`src/rtl/psram_cfg_pkg.sv`:
```
package psram_cfg_pkg;

    localparam int ADDR_W  = 21;
    localparam int DATA_W  = 16;
    localparam int CNT_W   = 8;
    localparam int SEL_BIT = 19;

    typedef enum logic [2:0] {
        ST_IDLE,
        ST_SETUP,
        ST_ADV,
        ST_WE,
        ST_HOLD,
        ST_READ
    } seq_state_e;

    typedef struct packed {
        logic [CNT_W-1:0] setup;
        logic [CNT_W-1:0] adv;
        logic [CNT_W-1:0] we;
        logic [CNT_W-1:0] hold;
        logic [CNT_W-1:0] acc;
    } phase_len_t;

    typedef struct packed {
        logic              cre;
        logic              ce_n;
        logic              adv_n;
        logic              we_n;
        logic              oe_n;
        logic              lb_n;
        logic              ub_n;
        logic [ADDR_W-1:0] addr;
    } bus_pins_t;

    // Zero-length phases are stretched to one cycle.
    function automatic logic [CNT_W-1:0] eff_len(input logic [CNT_W-1:0] n);
        return (n == '0) ? CNT_W'(1) : n;
    endfunction

    // Register value with the select bit forced into its address position.
    function automatic logic [ADDR_W-1:0] cfg_word(input logic sel,
                                                  input logic [ADDR_W-1:0] val);
        logic [ADDR_W-1:0] w;
        w          = val;
        w[SEL_BIT] = sel;
        return w;
    endfunction

    function automatic logic [CNT_W-1:0] len_for(input seq_state_e st,
                                                 input phase_len_t pl);
        case (st)
            ST_SETUP: return eff_len(pl.setup);
            ST_ADV:   return eff_len(pl.adv);
            ST_WE:    return eff_len(pl.we);
            ST_HOLD:  return eff_len(pl.hold);
            ST_READ:  return eff_len(pl.acc);
            default:  return CNT_W'(1);
        endcase
    endfunction

endpackage

```
`src/rtl/psram_cfg_timer.sv`:
```
module psram_cfg_timer #(
    parameter int CW = psram_cfg_pkg::CNT_W
) (
    input  logic          clk,
    input  logic          rst,
    input  logic          load,
    input  logic [CW-1:0] len,
    output logic          last
);
    logic [CW-1:0] cnt_q;

    always_ff @(posedge clk) begin
        if (rst) begin
            cnt_q <= '0;
        end else if (load) begin
            cnt_q <= len - CW'(1);
        end else if (cnt_q != '0) begin
            cnt_q <= cnt_q - CW'(1);
        end
    end

    assign last = (cnt_q == '0);

endmodule

```
`src/rtl/psram_cfg_busdrv.sv`:
```
module psram_cfg_busdrv
    import psram_cfg_pkg::*;
#(
    parameter int AW = ADDR_W
) (
    input  seq_state_e  state,
    input  logic [AW-1:0] wr_word,
    input  logic [AW-1:0] rd_addr,
    output bus_pins_t   pins
);
    always_comb begin
        pins       = '{cre: 1'b0, ce_n: 1'b1, adv_n: 1'b1, we_n: 1'b1,
                       oe_n: 1'b1, lb_n: 1'b1, ub_n: 1'b1, addr: '0};
        unique case (state)
            ST_SETUP: begin
                pins.cre  = 1'b1;
                pins.ce_n = 1'b0;
                pins.addr = wr_word;
            end
            ST_ADV: begin
                pins.cre   = 1'b1;
                pins.ce_n  = 1'b0;
                pins.adv_n = 1'b0;
                pins.addr  = wr_word;
            end
            ST_WE: begin
                pins.cre   = 1'b1;
                pins.ce_n  = 1'b0;
                pins.adv_n = 1'b0;
                pins.we_n  = 1'b0;
                pins.addr  = wr_word;
            end
            ST_HOLD: begin
                pins.cre  = 1'b1;
                pins.addr = wr_word;
            end
            ST_READ: begin
                pins.ce_n  = 1'b0;
                pins.adv_n = 1'b0;
                pins.oe_n  = 1'b0;
                pins.lb_n  = 1'b0;
                pins.ub_n  = 1'b0;
                pins.addr  = rd_addr;
            end
            default: ;
        endcase
    end

endmodule

```
`src/rtl/psram_cfg_seq.sv`:
```
module psram_cfg_seq
    import psram_cfg_pkg::*;
#(
    parameter int AW = ADDR_W,
    parameter int DW = DATA_W,
    parameter int CW = CNT_W
) (
    input  logic          clk,
    input  logic          rst,
    input  logic          req_i,
    input  logic          rd_req_i,
    input  logic          reg_sel_i,
    input  logic [AW-1:0] cfg_val_i,
    input  logic [AW-1:0] arr_addr_i,
    input  logic [CW-1:0] t_setup_i,
    input  logic [CW-1:0] t_adv_i,
    input  logic [CW-1:0] t_we_i,
    input  logic [CW-1:0] t_hold_i,
    input  logic [CW-1:0] t_acc_i,
    output logic          busy_o,
    output logic          done_o,
    output logic          err_o,
    output logic [DW-1:0] rd_data_o,
    output logic [AW-1:0] mem_addr_o,
    output logic          mem_cre_o,
    output logic          mem_ce_n_o,
    output logic          mem_adv_n_o,
    output logic          mem_we_n_o,
    output logic          mem_oe_n_o,
    output logic          mem_lb_n_o,
    output logic          mem_ub_n_o,
    input  logic [DW-1:0] mem_dq_i
);
    seq_state_e    state_q, state_d;
    phase_len_t    len_q, len_in, len_sel;
    logic [AW-1:0] word_q, rd_addr_q;
    logic [DW-1:0] data_q;
    logic          done_q, err_q;
    logic          accept, phase_end, t_load;
    logic [CW-1:0] t_len;
    bus_pins_t     pins;

    assign len_in = '{setup: t_setup_i, adv: t_adv_i, we: t_we_i,
                      hold: t_hold_i, acc: t_acc_i};
    assign accept = (state_q == ST_IDLE) && req_i && !rd_req_i;

    always_comb begin
        state_d = state_q;
        case (state_q)
            ST_IDLE:  if (accept)    state_d = ST_SETUP;
            ST_SETUP: if (phase_end) state_d = ST_ADV;
            ST_ADV:   if (phase_end) state_d = ST_WE;
            ST_WE:    if (phase_end) state_d = ST_HOLD;
            ST_HOLD:  if (phase_end) state_d = ST_READ;
            ST_READ:  if (phase_end) state_d = ST_IDLE;
            default:                 state_d = ST_IDLE;
        endcase
    end

    // Lengths come straight from the inputs on the accepting edge.
    assign len_sel = (state_q == ST_IDLE) ? len_in : len_q;
    assign t_load  = (state_d != state_q);
    assign t_len   = len_for(state_d, len_sel);

    psram_cfg_timer #(.CW(CW)) timer_i (
        .clk  (clk),
        .rst  (rst),
        .load (t_load),
        .len  (t_len),
        .last (phase_end)
    );

    always_ff @(posedge clk) begin
        if (rst) begin
            state_q   <= ST_IDLE;
            len_q     <= '0;
            word_q    <= '0;
            rd_addr_q <= '0;
            data_q    <= '0;
            done_q    <= 1'b0;
            err_q     <= 1'b0;
        end else begin
            state_q <= state_d;
            done_q  <= (state_q == ST_READ) && phase_end;
            err_q   <= (state_q == ST_IDLE) && rd_req_i;
            if (accept) begin
                len_q     <= len_in;
                word_q    <= cfg_word(reg_sel_i, cfg_val_i);
                rd_addr_q <= arr_addr_i;
            end
            if ((state_q == ST_READ) && phase_end) begin
                data_q <= mem_dq_i;
            end
        end
    end

    psram_cfg_busdrv #(.AW(AW)) busdrv_i (
        .state   (state_q),
        .wr_word (word_q),
        .rd_addr (rd_addr_q),
        .pins    (pins)
    );

    assign busy_o      = (state_q != ST_IDLE);
    assign done_o      = done_q;
    assign err_o       = err_q;
    assign rd_data_o   = data_q;
    assign mem_addr_o  = pins.addr;
    assign mem_cre_o   = pins.cre;
    assign mem_ce_n_o  = pins.ce_n;
    assign mem_adv_n_o = pins.adv_n;
    assign mem_we_n_o  = pins.we_n;
    assign mem_oe_n_o  = pins.oe_n;
    assign mem_lb_n_o  = pins.lb_n;
    assign mem_ub_n_o  = pins.ub_n;

    // an idle bus keeps every strobe inactive
    p_idle_quiet_r1: assert property (@(posedge clk) disable iff (rst)
        !busy_o |-> (mem_ce_n_o && mem_we_n_o && mem_oe_n_o && !mem_cre_o));

    // the address may not move while CRE stays high
    p_addr_stable_r3: assert property (@(posedge clk) disable iff (rst)
        (mem_cre_o && $past(mem_cre_o)) |-> $stable(mem_addr_o));

    // WE# never rises without ADV# and CE# rising with it
    p_rise_together_r4: assert property (@(posedge clk) disable iff (rst)
        $rose(mem_we_n_o) |-> (mem_adv_n_o && mem_ce_n_o));

    // no output enable during register access
    p_oe_off_in_cfg_r6: assert property (@(posedge clk) disable iff (rst)
        mem_cre_o |-> (mem_oe_n_o && mem_lb_n_o && mem_ub_n_o));

    // done is a single-cycle pulse
    p_done_pulse_r9: assert property (@(posedge clk) disable iff (rst)
        done_o |=> !done_o);

    // a refused read touches nothing on the bus
    p_err_no_bus_r10: assert property (@(posedge clk) disable iff (rst)
        err_o |-> (mem_ce_n_o && !mem_cre_o && !done_o));

endmodule

```
`config.mk`:
```
export PLATFORM = sky130hd
export DESIGN_NAME = psram_cfg_seq
export DESIGN_NICKNAME = d
export VERILOG_FILES = /design/src/rtl/psram_cfg_pkg.sv /design/src/rtl/psram_cfg_timer.sv /design/src/rtl/psram_cfg_busdrv.sv /design/src/rtl/psram_cfg_seq.sv
export SDC_FILE = /design/constraint.sdc
export NUM_CORES = 1
export LEC_CHECK = 0
export ABC_AREA = 1
export CAP_MARGIN = 30
export CORE_MARGIN = 2
export CORE_UTILIZATION = 35
export DETAILED_ROUTE_END_ITERATION = 10
export MAX_ROUTING_LAYER = met4
export PLACE_DENSITY = 0.71
export SETUP_SLACK_MARGIN = 0.05
export SYNTH_ARGS = -nofsm -noshare
export SYNTH_HDL_FRONTEND = slang
export SYNTH_SLANG_ARGS = --single-unit
```
`constraint.sdc`:
```
create_clock -name clk -period 4.9 [get_ports clk]
set_clock_uncertainty 0.05 [all_clocks]
set_input_delay 0.735 -clock clk [delete_from_list [all_inputs] [get_ports clk]]
set_output_delay 0.735 -clock clk [all_outputs]
set_load 0.02 [all_outputs]
```
==> impl_summary.txt, run 1 <==
----------------------------------------------------
[Synthesis]
  Post-Syn Area ... 0.00533 sq mm
  Mapped Nets ... 885
  Most used DFF post-synth ... sky130_fd_sc_hd__dfxtp_1
  Unique masters post-synth ... 38
  Top-area cell type share of the netlist area ... 41.7%
  Count of flip-flops with a built-in enable after synthesis ... 0
  Count of mapped cells out of synthesis ... 781
  Library cell with the largest summed area after synthesis ... sky130_fd_sc_hd__dfxtp_1
  Average size of a mapped cell ... 6.82 sq um
  Number of synthesized register bits ... 111
  Share of synthesized registers carrying an async set or reset ... 0%
  Sequential fraction of the synthesis area ... 41.7%
  Count of synthesis-stage warnings from yosys ... 0
  Synth area leaders ... sky130_fd_sc_hd__dfxtp_1 42%, sky130_fd_sc_hd__nor2_1 11%, sky130_fd_sc_hd__o21ai_0 10%, sky130_fd_sc_hd__nand2_1 7.5%, sky130_fd_sc_hd__inv_1 4.9%

[Worst setup path]
  Kind of critical path ... flop to output pin
  Buffer and inverter count on the worst path ... 1
  Required time reported for the critical path endpoint ... 4.12 ns
  Startpoint Class ... flop
  Peak per-stage delay on the critical path ... 0.71 ns
  CP endpoint kind ... output pin
  Arrival time at the worst endpoint ... 2.77 ns
  Slowest stage cell, crit path ... sky130_fd_sc_hd__nand2_1
  Crit-path most repeated cell ... sky130_fd_sc_hd__nand2_1
  CP cell instances ... nor2_8 -> nand2_1 -> nand2_1 -> a22o_1 -> clkdlybuf4s50_1
  Cell class contributing the biggest share of worst-path delay ... simple AND/OR/NAND/NOR gates
  Maximum fanout encountered on the critical timing path ... 22

[Clock network]
  Setup Buffers After CTS ... 0
  H-tree levels ... 3
  Number of CTS-inserted buffers ... 9
  Count of clock tree sinks ... 111
  Post-CTS Hold Buffers ... 0
  PostCTS Resize Cnt ... 0
  TritonCTS clock tree ... done
  CTS Root Buffer Type ... sky130_fd_sc_hd__clkbuf_16
  Bufs on Longest Clock Path ... 2
  Clock-pin transition on the worst setup and hold timing paths ... 0.08 ns
  Worst-Skew Late Latency ... 0.36 ns

[STA]
  Number of slew-limit violations in the final report ... 0
  Worst hold margin ... 0.403 ns
  Highest Clock Rate ... 281 MHz
  Slew at the pin closest to its max-slew limit ... 0.907 ns
  Fin crit period ... 3.56 ns
  Accumulated negative setup slack ... 0 ns
  Slew margin rel. ... 39.4%
  Number of failing setup endpoints in the final timing report ... 0
  Unrepaired setup endpoints after global routing ... no
  Ratio of final minimum period to clock period ... 72.6%
  Count of final hold-check violations ... 0

[Global route]
  Maximum number of pins on one net before global-route repair ... 81
  Global-route congestion overflow total ... 0
  Global-route wire length before repair ... 24.0 mm
  GRT Total Usage ... 18.8%
  Initial antenna violation count ... 0
  Via count of the first global-routing pass ... 4816

[Detailed routing]
  Drc violations ... 0
  DR vias ... 5325
  Total routed wirelength ... 14.7 mm
  Drt first pass iters ... 5
  Number of nets with antenna violations after routing ... 0
  Number of DRC markers after the initial detailed-route iteration ... 303
  Drt wl/cell ... 13.5 microns
  Avg Vias per Cell ... 4.89

[Finish]
  Commonest non-fill, non-tap cell in the layout ... sky130_fd_sc_hd__nor2_1
  Number of antenna repair diodes ... 0
  Most frequent cells in the layout ... 163 x sky130_fd_sc_hd__nor2_1, 148 x sky130_fd_sc_hd__clkdlybuf4s50_1, 111 x sky130_fd_sc_hd__o21ai_0, 111 x sky130_fd_sc_hd__dfxtp_1, 107 x sky130_fd_sc_hd__nand2_1
  Fillcell total ... 1518
  Area added between synthesis and finish ... 34.7%
  Layout Cells excl Fill ... 1088
  Final instance area ... 0.00718 sq mm
  Ratio of cells with drive above 1 in the final layout ... 4.67%
  Number of nets in the finished design ... 999
  Area taken by flip-flops and latches ... 0.00222 sq mm
  Area occupied by multi-input gates ... 0.00258 sq mm

[Floorplan]
  Height of the die ... 127 microns
  Core Area ... 0.0150 sq mm
  Floorplan row count ... 45
  I/O pins ... 150
  Die Footprint ... 0.0162 sq mm
  Starting Density ... 35.4%
  Die X ... 127 microns

[Placement]
  Post-detailed-placement half-perimeter wirelength ... 10.2 mm
  Placed inst area ... 0.00685 sq mm
  Placer's final routability congestion estimate ... 0.852
  Quantity of I/O buffers inserted on ports ... 148
  Inst Count DP ... 1072

[Worst hold path]
  Worst hold path class ... flop to flop

[Pwr]
  Maximum VDD drop ... 215 uV
  Cell leakage power ... 2.90 nW
  Total power ... 2.65 mW
  Power density over the cells ... 370 mW/mm^2

[Status]
  Result of the run ... finished clean

[Flow run]
  Max capacitance violation total ... 0

----------------------------------------------------
[worst paths after layout]
path	slack (ns)	from	end	cells after the start
worst max-delay path	1.34	state_q[0]	mem_addr_o[0]	5
worst min-delay path	0.40	len_q[34]	len_q[34]	2
worst max register to register	1.57	state_q[0]	timer_i.cnt_q[4]	16
worst min register to register	0.40	len_q[34]	len_q[34]	2
[layout make-up]
type | count | share of cell area (%)
repair buffers | 154 | 21.3
well taps | 188 | 3.28
clock buffers | 9 | 3.14
inverters | 76 | 3.98
multi-input cells | 543 | 35.9
flip-flops and latches | 111 | 31.0
clock inverters | 7 | 1.45
[layer usage]
layer / up-vias / part of all wire, % / track usage, %
met4: 0 / 2.0 / 7.24
met1: 2408 / 49 / 25.7
met5: - / 0 / -
met3: 22 / 4.9 / 3.43
met2: 126 / 44 / 27.7
li1: 2769 / - / -
[Yosys cell counts, types with 2 or more instances]
master,count
sky130_fd_sc_hd__nor2_1,163
sky130_fd_sc_hd__dfxtp_1,111
sky130_fd_sc_hd__o21ai_0,111
sky130_fd_sc_hd__nand2_1,107
sky130_fd_sc_hd__inv_1,69
sky130_fd_sc_hd__a21oi_1,51
sky130_fd_sc_hd__clkbuf_1,34
sky130_fd_sc_hd__a22o_1,21
sky130_fd_sc_hd__nand3_1,21
sky130_fd_sc_hd__o21ai_1,21
sky130_fd_sc_hd__nand4_1,13
sky130_fd_sc_hd__buf_2,9
sky130_fd_sc_hd__nor3_1,6
sky130_fd_sc_hd__buf_4,5
sky130_fd_sc_hd__inv_2,4
sky130_fd_sc_hd__buf_6,3
sky130_fd_sc_hd__clkinv_1,3
sky130_fd_sc_hd__nand3_2,3
sky130_fd_sc_hd__o21ai_2,3
sky130_fd_sc_hd__a21oi_2,2
sky130_fd_sc_hd__a31oi_1,2
sky130_fd_sc_hd__nand3b_1,2
sky130_fd_sc_hd__or2_2,2
[state kept, by name, indices dropped and copies added, names as in the netlist]
register	cells
rd_data_o	16
err_o	1
rd_addr_q	21
state_q	3
len_q	40
timer_i.cnt_q	8
done_o	1
word_q	21
[stage by stage]
| stage | worst slack, ns | utilization (%) |
|---|---|---|
| CTS | 1.35 | 47.7 |
| global placement | 1.25 | 45.5 |
| finish | 1.34 | 47.7 |
| floorplan | 2.53 | - |
| detailed placement | 1.25 | 45.5 |
| global route | 1.20 | 47.7 |
[cells by family after synthesis]
kind of cell | Yosys count | share of synthesized area (%)
adders and majority gates | 1 | 0.235
buffers and inverters | 127 | 9.93
and+or+nand+nor | 324 | 25.4
DFF | 111 | 41.7
xor gates and xnor gates | 1 | 0.164
AOI/OAI and AO/OA | 217 | 22.5
[worst reg2reg max path, cell delays in order, from the launching register on]
cell                      delay, ns
sky130_fd_sc_hd__dfxtp_1       0.59
sky130_fd_sc_hd__nor2_8        0.10
sky130_fd_sc_hd__nand2_4       0.57
sky130_fd_sc_hd__nand3_1       0.16
sky130_fd_sc_hd__nand2_1       0.09
sky130_fd_sc_hd__nand2_1       0.34
sky130_fd_sc_hd__nand2_1       0.20
sky130_fd_sc_hd__a21oi_1       0.06
sky130_fd_sc_hd__nor2_1        0.17
sky130_fd_sc_hd__nand3_2       0.11
sky130_fd_sc_hd__nand2_2       0.10
sky130_fd_sc_hd__ha_1          0.14
sky130_fd_sc_hd__inv_1         0.04
sky130_fd_sc_hd__nor2_1        0.21
sky130_fd_sc_hd__inv_1         0.09
sky130_fd_sc_hd__o21ai_1       0.12
sky130_fd_sc_hd__a21oi_1       0.07
[power breakdown]
part | total (mW) | switching [mW] | internal (mW)
registers | 1.04 | 0.0448 | 0.998
clock network | 0.811 | 0.355 | 0.456
logic | 0.798 | 0.498 | 0.300
total | 2.65 | 0.898 | 1.75
No activity file was read; power rests on OpenSTA's default activity.
==> inputs of run 2 (changes only) <==
PLACE_DENSITY = 0.73   (was 0.71)
clock period = 2.9 ns   (was 4.9 ns; I/O delays follow)
==> run 2 against run 1 <==
Effect of this change: worst hold slack worse by 0.0023 ns; sequential cell count stayed put; final area is 1.9% higher; first-iteration DRC count is 20% higher; total power is 69% higher; combinational power is 78% higher; die area stayed put.
==> impl_summary.txt, run 2 (synthesis results as in run 1) <==
----------------------------------------------------
[Floorplan]
  Core Area ... 0.0150 sq mm (unchanged)
  Floorplan row count ... 45 (unchanged)
  I/O pins ... 150 (unchanged)
  Starting Density ... 35.4% (unchanged)
  Height of the die ... 127 microns (unchanged)
  Die X ... 127 microns (unchanged)
  Die Footprint ... 0.0162 sq mm (unchanged)

[Global route]
  Via count of the first global-routing pass ... 4975 (+3.3%)
  Maximum number of pins on one net before global-route repair ... 75 (-7.4%)
  GRT Total Usage ... 18.9% (+0.031 points)
  Global-route congestion overflow total ... 0 (unchanged)
  Met2 track demand over resource ... 29.5% (+1.8 points)
  Highest-utilization routing layer at the global route stage ... met2
  Initial antenna violation count ... 0 (unchanged)
  Met1 demand-to-capacity share in global routing ... 25.1% (-0.64 points)
  Global-route wire length before repair ... 24.2 mm (+0.60%)
  Global routing usage on met3 ... 3.27% (-0.17 points)

[STA]
  Number of slew-limit violations in the final report ... 0 (unchanged)
  Count of final hold-check violations ... 0 (unchanged)
  Highest Clock Rate ... 369 MHz
  Fin crit period ... 2.71 ns
  Number of failing setup endpoints in the final timing report ... 0 (unchanged)
  Ratio of final minimum period to clock period ... 93.4%
  Worst hold margin ... 0.401 ns (-0.00229 ns)
  Unrepaired setup endpoints after global routing ... yes
  Accumulated negative setup slack ... 0 ns (unchanged)
  Slew at the pin closest to its max-slew limit ... 0.622 ns (-0.284 ns)
  Slew margin rel. ... 58.5% (+19 points)

[Pwr]
  Cell internal power dissipation ... 2.95 mW (+68%)
  Clock group share of total power ... 29.1% (-1.5 points)
  Portion of total power attributed to combinational logic ... 31.7% (+1.6 points)
  Maximum VDD drop ... 411 uV (+92%)
  Total power ... 4.49 mW (+69%)
  Sequential share of power ... 39.2% (about the same)
  Power density over the cells ... 614 mW/mm^2 (+66%)
  Switching pwr ... 1.54 mW (+71%)
  Cell leakage power ... 2.97 nW (+2.5%)
  Switching fraction of total power ... 34.3% (+0.43 points)

[Finish]
  Number of antenna repair diodes ... 0 (unchanged)
  Ratio of cells with drive above 1 in the final layout ... 6.46% (+1.8 points)
  Registers with the most flip-flops ... len_q x40, rd_addr_q x21, word_q x21
  Area added between synthesis and finish ... 37.2%
  Most frequent cells in the layout ... 161 x sky130_fd_sc_hd__nor2_1, 148 x sky130_fd_sc_hd__clkdlybuf4s50_1, 110 x sky130_fd_sc_hd__o21ai_0
  Flip-flop count of the largest register after layout ... 40 (unchanged)
  Final instance area ... 0.00731 sq mm (+1.9%)
  Largest register by flop count ... len_q
  Number of nets in the finished design ... 1012 (+1.3%)
  Commonest non-fill, non-tap cell in the layout ... sky130_fd_sc_hd__nor2_1

[Detailed routing]
  Avg Vias per Cell ... 4.86 (-0.75%)
  Drc violations ... 0 (unchanged)
  Number of nets with antenna violations after routing ... 0 (unchanged)
  DR vias ... 5348 (+0.43%)
  Drt first pass iters ... 6 (+1)
  Drt wl/cell ... 13.2 microns (-2.3%)
  Total routed wirelength ... 14.5 mm (-1.2%)
  Number of DRC markers after the initial detailed-route iteration ... 363 (+20%)

[Worst setup path]
  Arrival time at the worst endpoint ... 2.22 ns (-0.55 ns)
  Required time reported for the critical path endpoint ... 2.41 ns (-1.71 ns)
  Kind of critical path ... flop to output pin
  CP endpoint kind ... output pin
  Reg2Reg Setup Slack ... 0.31 ns (-1.26 ns)
  Worst Reg2Reg Path Length in Cells ... 20 (+4)
  Maximum fanout encountered on the critical timing path ... 15 (-32%)
  Startpoint Class ... flop
  Worst r2r dst ... timer_i.cnt_q[4]
  RR Startpoint ... state_q[0]

[Clock network]
  TritonCTS clock tree ... done
  Number of CTS-inserted buffers ... 9 (unchanged)
  Clock-pin transition on the worst setup and hold timing paths ... 0.07 ns (about the same)
  Count of clock tree sinks ... 111 (unchanged)
  Worst-Skew Late Latency ... 0.36 ns (about the same)
  Setup Buffers After CTS ... 0 (unchanged)
  Bufs on Longest Clock Path ... 2 (unchanged)
  H-tree levels ... 3 (unchanged)
  Post-CTS Hold Buffers ... 0 (unchanged)
  CTS Root Buffer Type ... sky130_fd_sc_hd__clkbuf_16

[Worst hold path]
  Number of cells on the worst hold path ... 2 (unchanged)
  Worst hold path class ... flop to flop
  Worst min-delay path endpoint ... len_q[13]
  Hold Crit Start ... len_q[13]

[Flow run]
  Max capacitance violation total ... 0 (unchanged)

[Placement]
  Placed inst area ... 0.00698 sq mm (+2.0%)
  Post-detailed-placement half-perimeter wirelength ... 10.4 mm (+1.8%)
  Placer's final routability congestion estimate ... 0.934 (+9.6%)
  Quantity of I/O buffers inserted on ports ... 148 (unchanged)

[Status]
  Result of the run ... finished clean

----------------------------------------------------
run 2: per-layer routing:
layer / up-vias / part of all wire [%] / wire [microns]
met5: - / 0 / 0
met4: 0 / 1.4 / 204
met3: 12 / 4.4 / 637
met2: 142 / 46 / 6680
met1: 2399 / 48 / 6970
li1: 2795 / - / -
run 2: through the flow:
stage	worst slack (ns)	std cells	utilization (%)
final	0.191	1101	48.6
after global routing	0.0507	1101	48.6
after CTS	0.0840	1101	48.5
after detailed placement	0.0710	1085	46.4
after global placement	0.0719	1085	46.4
after floorplan	0.570	781	-
run 2: what timing repair did:
action,4_1_cts,5_1_grt
pin swaps,0,0
resized for setup,1,6
endpoints found under the setup margin,16,20
run 2: worst max-delay path by stage:
stage                                 from          endpoint  slack (ns)  depth (start not counted)
after floorplan                 state_q[1]  timer_i.cnt_q[4]        0.57                         18
after global placement            rd_req_i  timer_i.cnt_q[4]        0.07                         16
after detailed placement             req_i  timer_i.cnt_q[4]        0.07                         15
after CTS                       state_q[1]    mem_addr_o[14]        0.08                          7
after global routing      timer_i.cnt_q[2]  timer_i.cnt_q[6]        0.05                         19
final                           state_q[1]    mem_addr_o[14]        0.19                          7
run 2: critical path, cell delays in order (launching register included):
cell and delay, ns:
sky130_fd_sc_hd__dfxtp_1 0.36, sky130_fd_sc_hd__buf_4 0.17, sky130_fd_sc_hd__inv_1 0.09, sky130_fd_sc_hd__nand2_1 0.07
sky130_fd_sc_hd__nor2_2 0.18, sky130_fd_sc_hd__buf_6 0.21, sky130_fd_sc_hd__a22o_1 0.16, sky130_fd_sc_hd__clkdlybuf4s50_1 0.63
run 2: power groups by stage:
| stage | registers (mW) | clock network (mW) | logic, mW |
|---|---|---|---|
| after floorplan | 1.77 | 0 | 0.973 |
| after global placement | 1.79 | 0 | 1.40 |
| after detailed placement | 1.80 | 0 | 1.41 |
| after CTS | 1.76 | 1.35 | 1.41 |
| after global routing | 1.78 | 1.41 | 1.61 |
| final | 1.76 | 1.31 | 1.42 |
run 2: layout make-up:
class | count | area, sq um
clock buffer | 9 | 225
clock inverter | 7 | 88.8
fill | 1480 | 7720
inverter | 76 | 285
multi-input combinational | 543 | 2580
sequential | 111 | 2220
tap | 188 | 235
timing repair buffer | 167 | 1670
